$ cat src/rtl/fracNInterpPkg.sv
package fracNInterpPkg;

  // Number of cascaded accumulators; the recombination network is third order.
  localparam int STAGES = 3;
  // Signed correction width: holds the range -3 .. +4.
  localparam int CORR_W = 4;

  // Strobes handed from the control block to the datapath.
  typedef struct packed {
    logic clearAll;  // clear accumulators, carry history and force the plain integer
    logic step;      // advance the modulator by one reference cycle
  } ctrlStrobes_t;

endpackage

$ cat src/rtl/fracNInterpCtrl.sv
module fracNInterpCtrl
  import fracNInterpPkg::*;
#(
  parameter int INT_W  = 9,
  parameter int FRAC_W = 12
) (
  input  logic              clk,
  input  logic              rstN,
  input  logic              loadStb,
  input  logic [INT_W-1:0]  intIn,
  input  logic [FRAC_W-1:0] fracIn,
  input  logic [FRAC_W-1:0] modIn,
  output ctrlStrobes_t      strobes,
  output logic [INT_W-1:0]  intNext,
  output logic [INT_W-1:0]  cfgInt,
  output logic [FRAC_W-1:0] cfgFrac,
  output logic [FRAC_W-1:0] cfgMod
);

  localparam logic [FRAC_W-1:0] MOD_RESET = FRAC_W'(1);

  // Configuration words are taken as one set; a load suppresses stepping.
  always_ff @(posedge clk) begin
    if (!rstN) begin
      cfgInt  <= '0;
      cfgFrac <= '0;
      cfgMod  <= MOD_RESET;
    end else if (loadStb) begin
      cfgInt  <= intIn;
      cfgFrac <= fracIn;
      cfgMod  <= modIn;
    end
  end

  always_comb begin
    strobes.clearAll = loadStb;
    strobes.step     = !loadStb;
  end

  // Integer value the output must show right after this edge when loading.
  assign intNext = loadStb ? intIn : cfgInt;

endmodule

$ cat src/rtl/fracNInterpPath.sv
module fracNInterpPath
  import fracNInterpPkg::*;
#(
  parameter int INT_W  = 9,
  parameter int FRAC_W = 12
) (
  input  logic                          clk,
  input  logic                          rstN,
  input  ctrlStrobes_t                  strobes,
  input  logic [INT_W-1:0]              intNext,
  input  logic [INT_W-1:0]              cfgInt,
  input  logic [FRAC_W-1:0]             cfgFrac,
  input  logic [FRAC_W-1:0]             cfgMod,
  output logic [STAGES-1:0][FRAC_W-1:0] accState,
  output logic [INT_W:0]                divOut
);

  localparam int OUT_W = INT_W + 1;
  localparam int SUM_W = FRAC_W + 1;

  logic [STAGES-1:0][FRAC_W-1:0] accQ;
  logic [STAGES-1:0][FRAC_W-1:0] accD;
  logic [STAGES-1:0]             carry;

  // Cascade: each stage adds the residue of the previous stage of this cycle.
  for (genvar k = 0; k < STAGES; k++) begin : gStage
    logic [FRAC_W-1:0] addend;
    logic [SUM_W-1:0]  sum;
    logic [SUM_W-1:0]  wrapped;

    if (k == 0) begin : gFirst
      assign addend = cfgFrac;
    end else begin : gNext
      assign addend = accD[k-1];
    end

    assign sum      = {1'b0, accQ[k]} + {1'b0, addend};
    assign carry[k] = (sum >= {1'b0, cfgMod});
    assign wrapped  = sum - {1'b0, cfgMod};
    assign accD[k]  = carry[k] ? wrapped[FRAC_W-1:0] : sum[FRAC_W-1:0];
  end

  always_ff @(posedge clk) begin
    if (!rstN || strobes.clearAll) begin
      accQ <= '0;
    end else if (strobes.step) begin
      accQ <= accD;
    end
  end

  // Carry history for the difference terms of stages two and three.
  logic c2Dly;
  logic c3Dly;
  logic c3Dly2;

  always_ff @(posedge clk) begin
    if (!rstN || strobes.clearAll) begin
      c2Dly  <= 1'b0;
      c3Dly  <= 1'b0;
      c3Dly2 <= 1'b0;
    end else if (strobes.step) begin
      c2Dly  <= carry[1];
      c3Dly  <= carry[2];
      c3Dly2 <= c3Dly;
    end
  end

  // Noise-cancelling recombination in two's complement, range -3 .. +4.
  logic [CORR_W-1:0] corrU;
  logic [OUT_W-1:0]  corrExt;
  logic [OUT_W-1:0]  divNext;

  assign corrU = CORR_W'(carry[0])
               + CORR_W'(carry[1]) - CORR_W'(c2Dly)
               + CORR_W'(carry[2]) - CORR_W'({c3Dly, 1'b0}) + CORR_W'(c3Dly2);

  assign corrExt = {{(OUT_W-CORR_W){corrU[CORR_W-1]}}, corrU};
  assign divNext = {1'b0, cfgInt} + corrExt;

  always_ff @(posedge clk) begin
    if (!rstN) begin
      divOut <= '0;
    end else if (strobes.clearAll) begin
      divOut <= {1'b0, intNext};
    end else if (strobes.step) begin
      divOut <= divNext;
    end
  end

  assign accState = accQ;

endmodule

$ cat src/rtl/fracNInterp.sv
module fracNInterp
  import fracNInterpPkg::*;
#(
  parameter int INT_W  = 9,
  parameter int FRAC_W = 12
) (
  input  logic              clk,
  input  logic              rstN,
  input  logic              loadStb,
  input  logic [INT_W-1:0]  intIn,
  input  logic [FRAC_W-1:0] fracIn,
  input  logic [FRAC_W-1:0] modIn,
  output logic [INT_W:0]    divOut
);

  ctrlStrobes_t                  strobes;
  logic [INT_W-1:0]              intNext;
  logic [INT_W-1:0]              cfgInt;
  logic [FRAC_W-1:0]             cfgFrac;
  logic [FRAC_W-1:0]             cfgMod;
  logic [STAGES-1:0][FRAC_W-1:0] accState;

  fracNInterpCtrl #(.INT_W(INT_W), .FRAC_W(FRAC_W)) ctrlI (
    .clk     (clk),
    .rstN    (rstN),
    .loadStb (loadStb),
    .intIn   (intIn),
    .fracIn  (fracIn),
    .modIn   (modIn),
    .strobes (strobes),
    .intNext (intNext),
    .cfgInt  (cfgInt),
    .cfgFrac (cfgFrac),
    .cfgMod  (cfgMod)
  );

  fracNInterpPath #(.INT_W(INT_W), .FRAC_W(FRAC_W)) pathI (
    .clk      (clk),
    .rstN     (rstN),
    .strobes  (strobes),
    .intNext  (intNext),
    .cfgInt   (cfgInt),
    .cfgFrac  (cfgFrac),
    .cfgMod   (cfgMod),
    .accState (accState),
    .divOut   (divOut)
  );

endmodule

$ cat config.mk
export PLATFORM = sky130hd
export DESIGN_NAME = fracNInterp
export DESIGN_NICKNAME = d
export VERILOG_FILES = /design/src/rtl/fracNInterpPkg.sv /design/src/rtl/fracNInterpCtrl.sv /design/src/rtl/fracNInterpPath.sv /design/src/rtl/fracNInterp.sv
export SDC_FILE = /design/constraint.sdc
export NUM_CORES = 1
export LEC_CHECK = 0
export ABC_AREA = 1
export BUFFER_PORTS_ARGS = -buffer_cell sky130_fd_sc_hd__buf_2
export CORE_UTILIZATION = 30
export CTS_CLUSTER_SIZE = 14
export DETAILED_ROUTE_END_ITERATION = 6
export PLACE_DENSITY_LB_ADDON = 0.05
export SYNTH_ARGS = -nofsm -noshare
export SYNTH_HDL_FRONTEND = slang
export SYNTH_SLANG_ARGS = --single-unit
$ cat constraint.sdc
create_clock -name clk -period 8.6 [get_ports clk]
set_clock_uncertainty 0.1 [all_clocks]
set_input_delay 1.29 -clock clk [delete_from_list [all_inputs] [get_ports clk]]
set_output_delay 1.29 -clock clk [all_outputs]
set_load 0.01 [all_outputs]
==> metrics <==
status finished, violations left; failing checks DRC, setup timing; WL/cell 14.0 um; FF-to-FF End pathI.divOut[5]; Core Util, Final 0.503; post-synthesis sequential area ratio 0.231; Core Area 22,900 sq um; fmax 108 MHz; Initial Util 0.311; # setup viols final 10; Post-synth EDFFs 0; Post-Syn Area 7120 sq um; DRC errors left 1; setup TNS -5.56 ns; crit-path max cell delay 0.41 ns; #FFs+latches synth 82; H-tree levels 3; initial antenna violation count 0; Crit Path Max Fanout 8; path depth of the worst reg2reg path 69; worst path arrival time 9.38 ns; commonest non-fill, non-tap cells in the layout 311 x buf_4, 250 x nand2_1, 161 x inv_1; Nets 1,576; most used cell, CP ha_4; GR Overflow Total 0; via/cell ratio 4.48; number of fill cells 2,366; Top FF cell, synth dfxtp_1; final period utilization 1.07; first-pass GRT wire length 39,600 um; commonest non-fill, non-tap cell in the layout buf_4; ant diodes 0; drt first pass iters 7; synthesis warning total 0; Worst Tran Pin Value 0.793 ns; Via Count 7,917; die extent in y 156 um; Hold Vio Cnt, Final 0; dpl hpwl 19,500 um; Req. time, crit path 8.74 ns; Cells after DPL 1,691; Slowest-stage cell, CP fa_2; CTS tree yes; gpl congestion 0.898; area grow syn2layout 62.1%; DR iter-0 viols 343; Synth cell types 37; port bufs 45; crit start category flop; Die W 156 um; clk sinks 82; RSZ-0062 raised after global routing true; crit end category flop; Placement Setup Slack -1.21 ns; max-cap viol count 0; Final Instance Count excl. Fillers 1,769; Setup WS post-layout -0.644 ns; Clk pin slew, worst setup/hold paths 0.08 ns; largest net degree at the start of global routing 50; CTS Buf Count 9; GRT Total Usage 0.210; vias in the first global route 7,768; Clock Latency Late Sink 0.36 ns; Max Slew Vio Count 0; RR Startpoint ctrlI.cfgFrac[0]; Post-Syn Nets 1,216; row cnt 55; min-delay worst type flop to flop; R2R setup slack -0.64 ns; total die area 24,300 sq um; post-route ant nets 0; critical path class flop to flop; origin of the worst setup path ctrlI.cfgFrac[0]; Post-synth ARST share 0; Critical Path End pathI.divOut[5]; I/O Pins 46; Clk Tree Root Cell clkbuf_16; cells after synthesis 1,091; CTS max path bufs 2; relative slew slack 0.468; Final Critical Period 9.24 ns; Avg Cell Area, Syn 6.52 sq um; WL final 24,800 um; share of cells above drive strength 1 0.407
## logic make-up after synthesis
group                    after synthesis  synth area share
adder cells (fa/ha/maj)               89             0.166
buffers and inverters                209             0.115
AND/OR/NAND/NOR                      531             0.315
XOR/XNOR                              54            0.0665
flip-flops                            82             0.231
AO/OA/AOI/OAI                        126             0.107
## registers in the layout, summed over array words and instances (netlist names)
signal	flops
pathI.accState	36
ctrlI.cfgMod	12
ctrlI.cfgInt	9
pathI.c3Dly	1
ctrlI.cfgFrac	12
pathI.c2Dly	1
pathI.divOut	10
pathI.c3Dly2	1
## cell type report
| class | count | area, sq um | area share |
|---|---|---|---|
| multi-input cells | 801 | 5760 | 0.500 |
| well taps | 313 | 392 | 0.0340 |
| inverters | 187 | 712 | 0.0617 |
| clock inverters | 7 | 81.3 | 0.00705 |
| clock buffers | 9 | 225 | 0.0195 |
| repair buffers | 370 | 2720 | 0.236 |
| flip-flops and latches | 82 | 1640 | 0.143 |
## cell usage after synthesis, drive strengths merged, types with 3 or more instances
cell      n  area (sq um)
nor2     99           374
dfxtp    82          1640
buf      11          75.1
ha       80          1000
o21ai    47           235
xnor2    21           184
nand3b    6          45.0
nand2   305          1160
a21oi    46           257
fa        9           180
o22ai     5          31.3
a21o      3          22.5
clkbuf   11          41.3
a22o     12           105
nand3    91           480
nand4    27           169
inv     185           694
o21bai    9          78.8
xor2     33           289
## worst max-delay path, delay by kind of cell, from the launching register on
family | cells | cell delay [ns]
fa+ha+maj | 11 | 3.09
xor+xnor | 4 | 0.68
flops | 1 | 0.34
buf+inv | 19 | 1.49
compound gates | 6 | 0.93
simple gates | 29 | 2.51
## what timing repair did
item,in CTS,in global routing
endpoints found under the setup margin,10,11
pin swaps,56,66
gates resized for setup,100,94
setup buffers,39,23
hold buffers,0,0
gates cloned,1,0
## how the worst min path moves through the flow
stage | startpoint | to | cells after the start
2_1_floorplan | pathI.c3Dly | pathI.c3Dly2 | 2
3_3_place_gp | pathI.c3Dly | pathI.c3Dly2 | 2
3_5_place_dp | pathI.c3Dly | pathI.c3Dly2 | 2
4_1_cts | pathI.c3Dly | pathI.c3Dly2 | 2
5_1_grt | ctrlI.cfgFrac[9] | ctrlI.cfgFrac[9] | 1
6_report | pathI.c3Dly | pathI.c3Dly2 | 2
## through the flow
step | hold WS (ns) | instance area, sq um
3_3_place_gp | 0.343 | 9820
2_1_floorplan | 0.334 | 7350
5_1_grt | 0.397 | 11500
6_report | 0.372 | 11500
3_5_place_dp | 0.353 | 9820
4_1_cts | 0.384 | 10900
## per-layer routing
metal | GRT usage | up-vias | part of all wire
li1 | - | 4200 | -
met1 | 0.281 | 3581 | 0.49
met2 | 0.346 | 109 | 0.46
met3 | 0.0211 | 27 | 0.025
met4 | 0.0808 | 0 | 0.024
met5 | 0 | - | 0
Power is left out: the tool's default activity adds up to more than one toggle a clock period on the data nets, which glitch-free logic cannot reach.
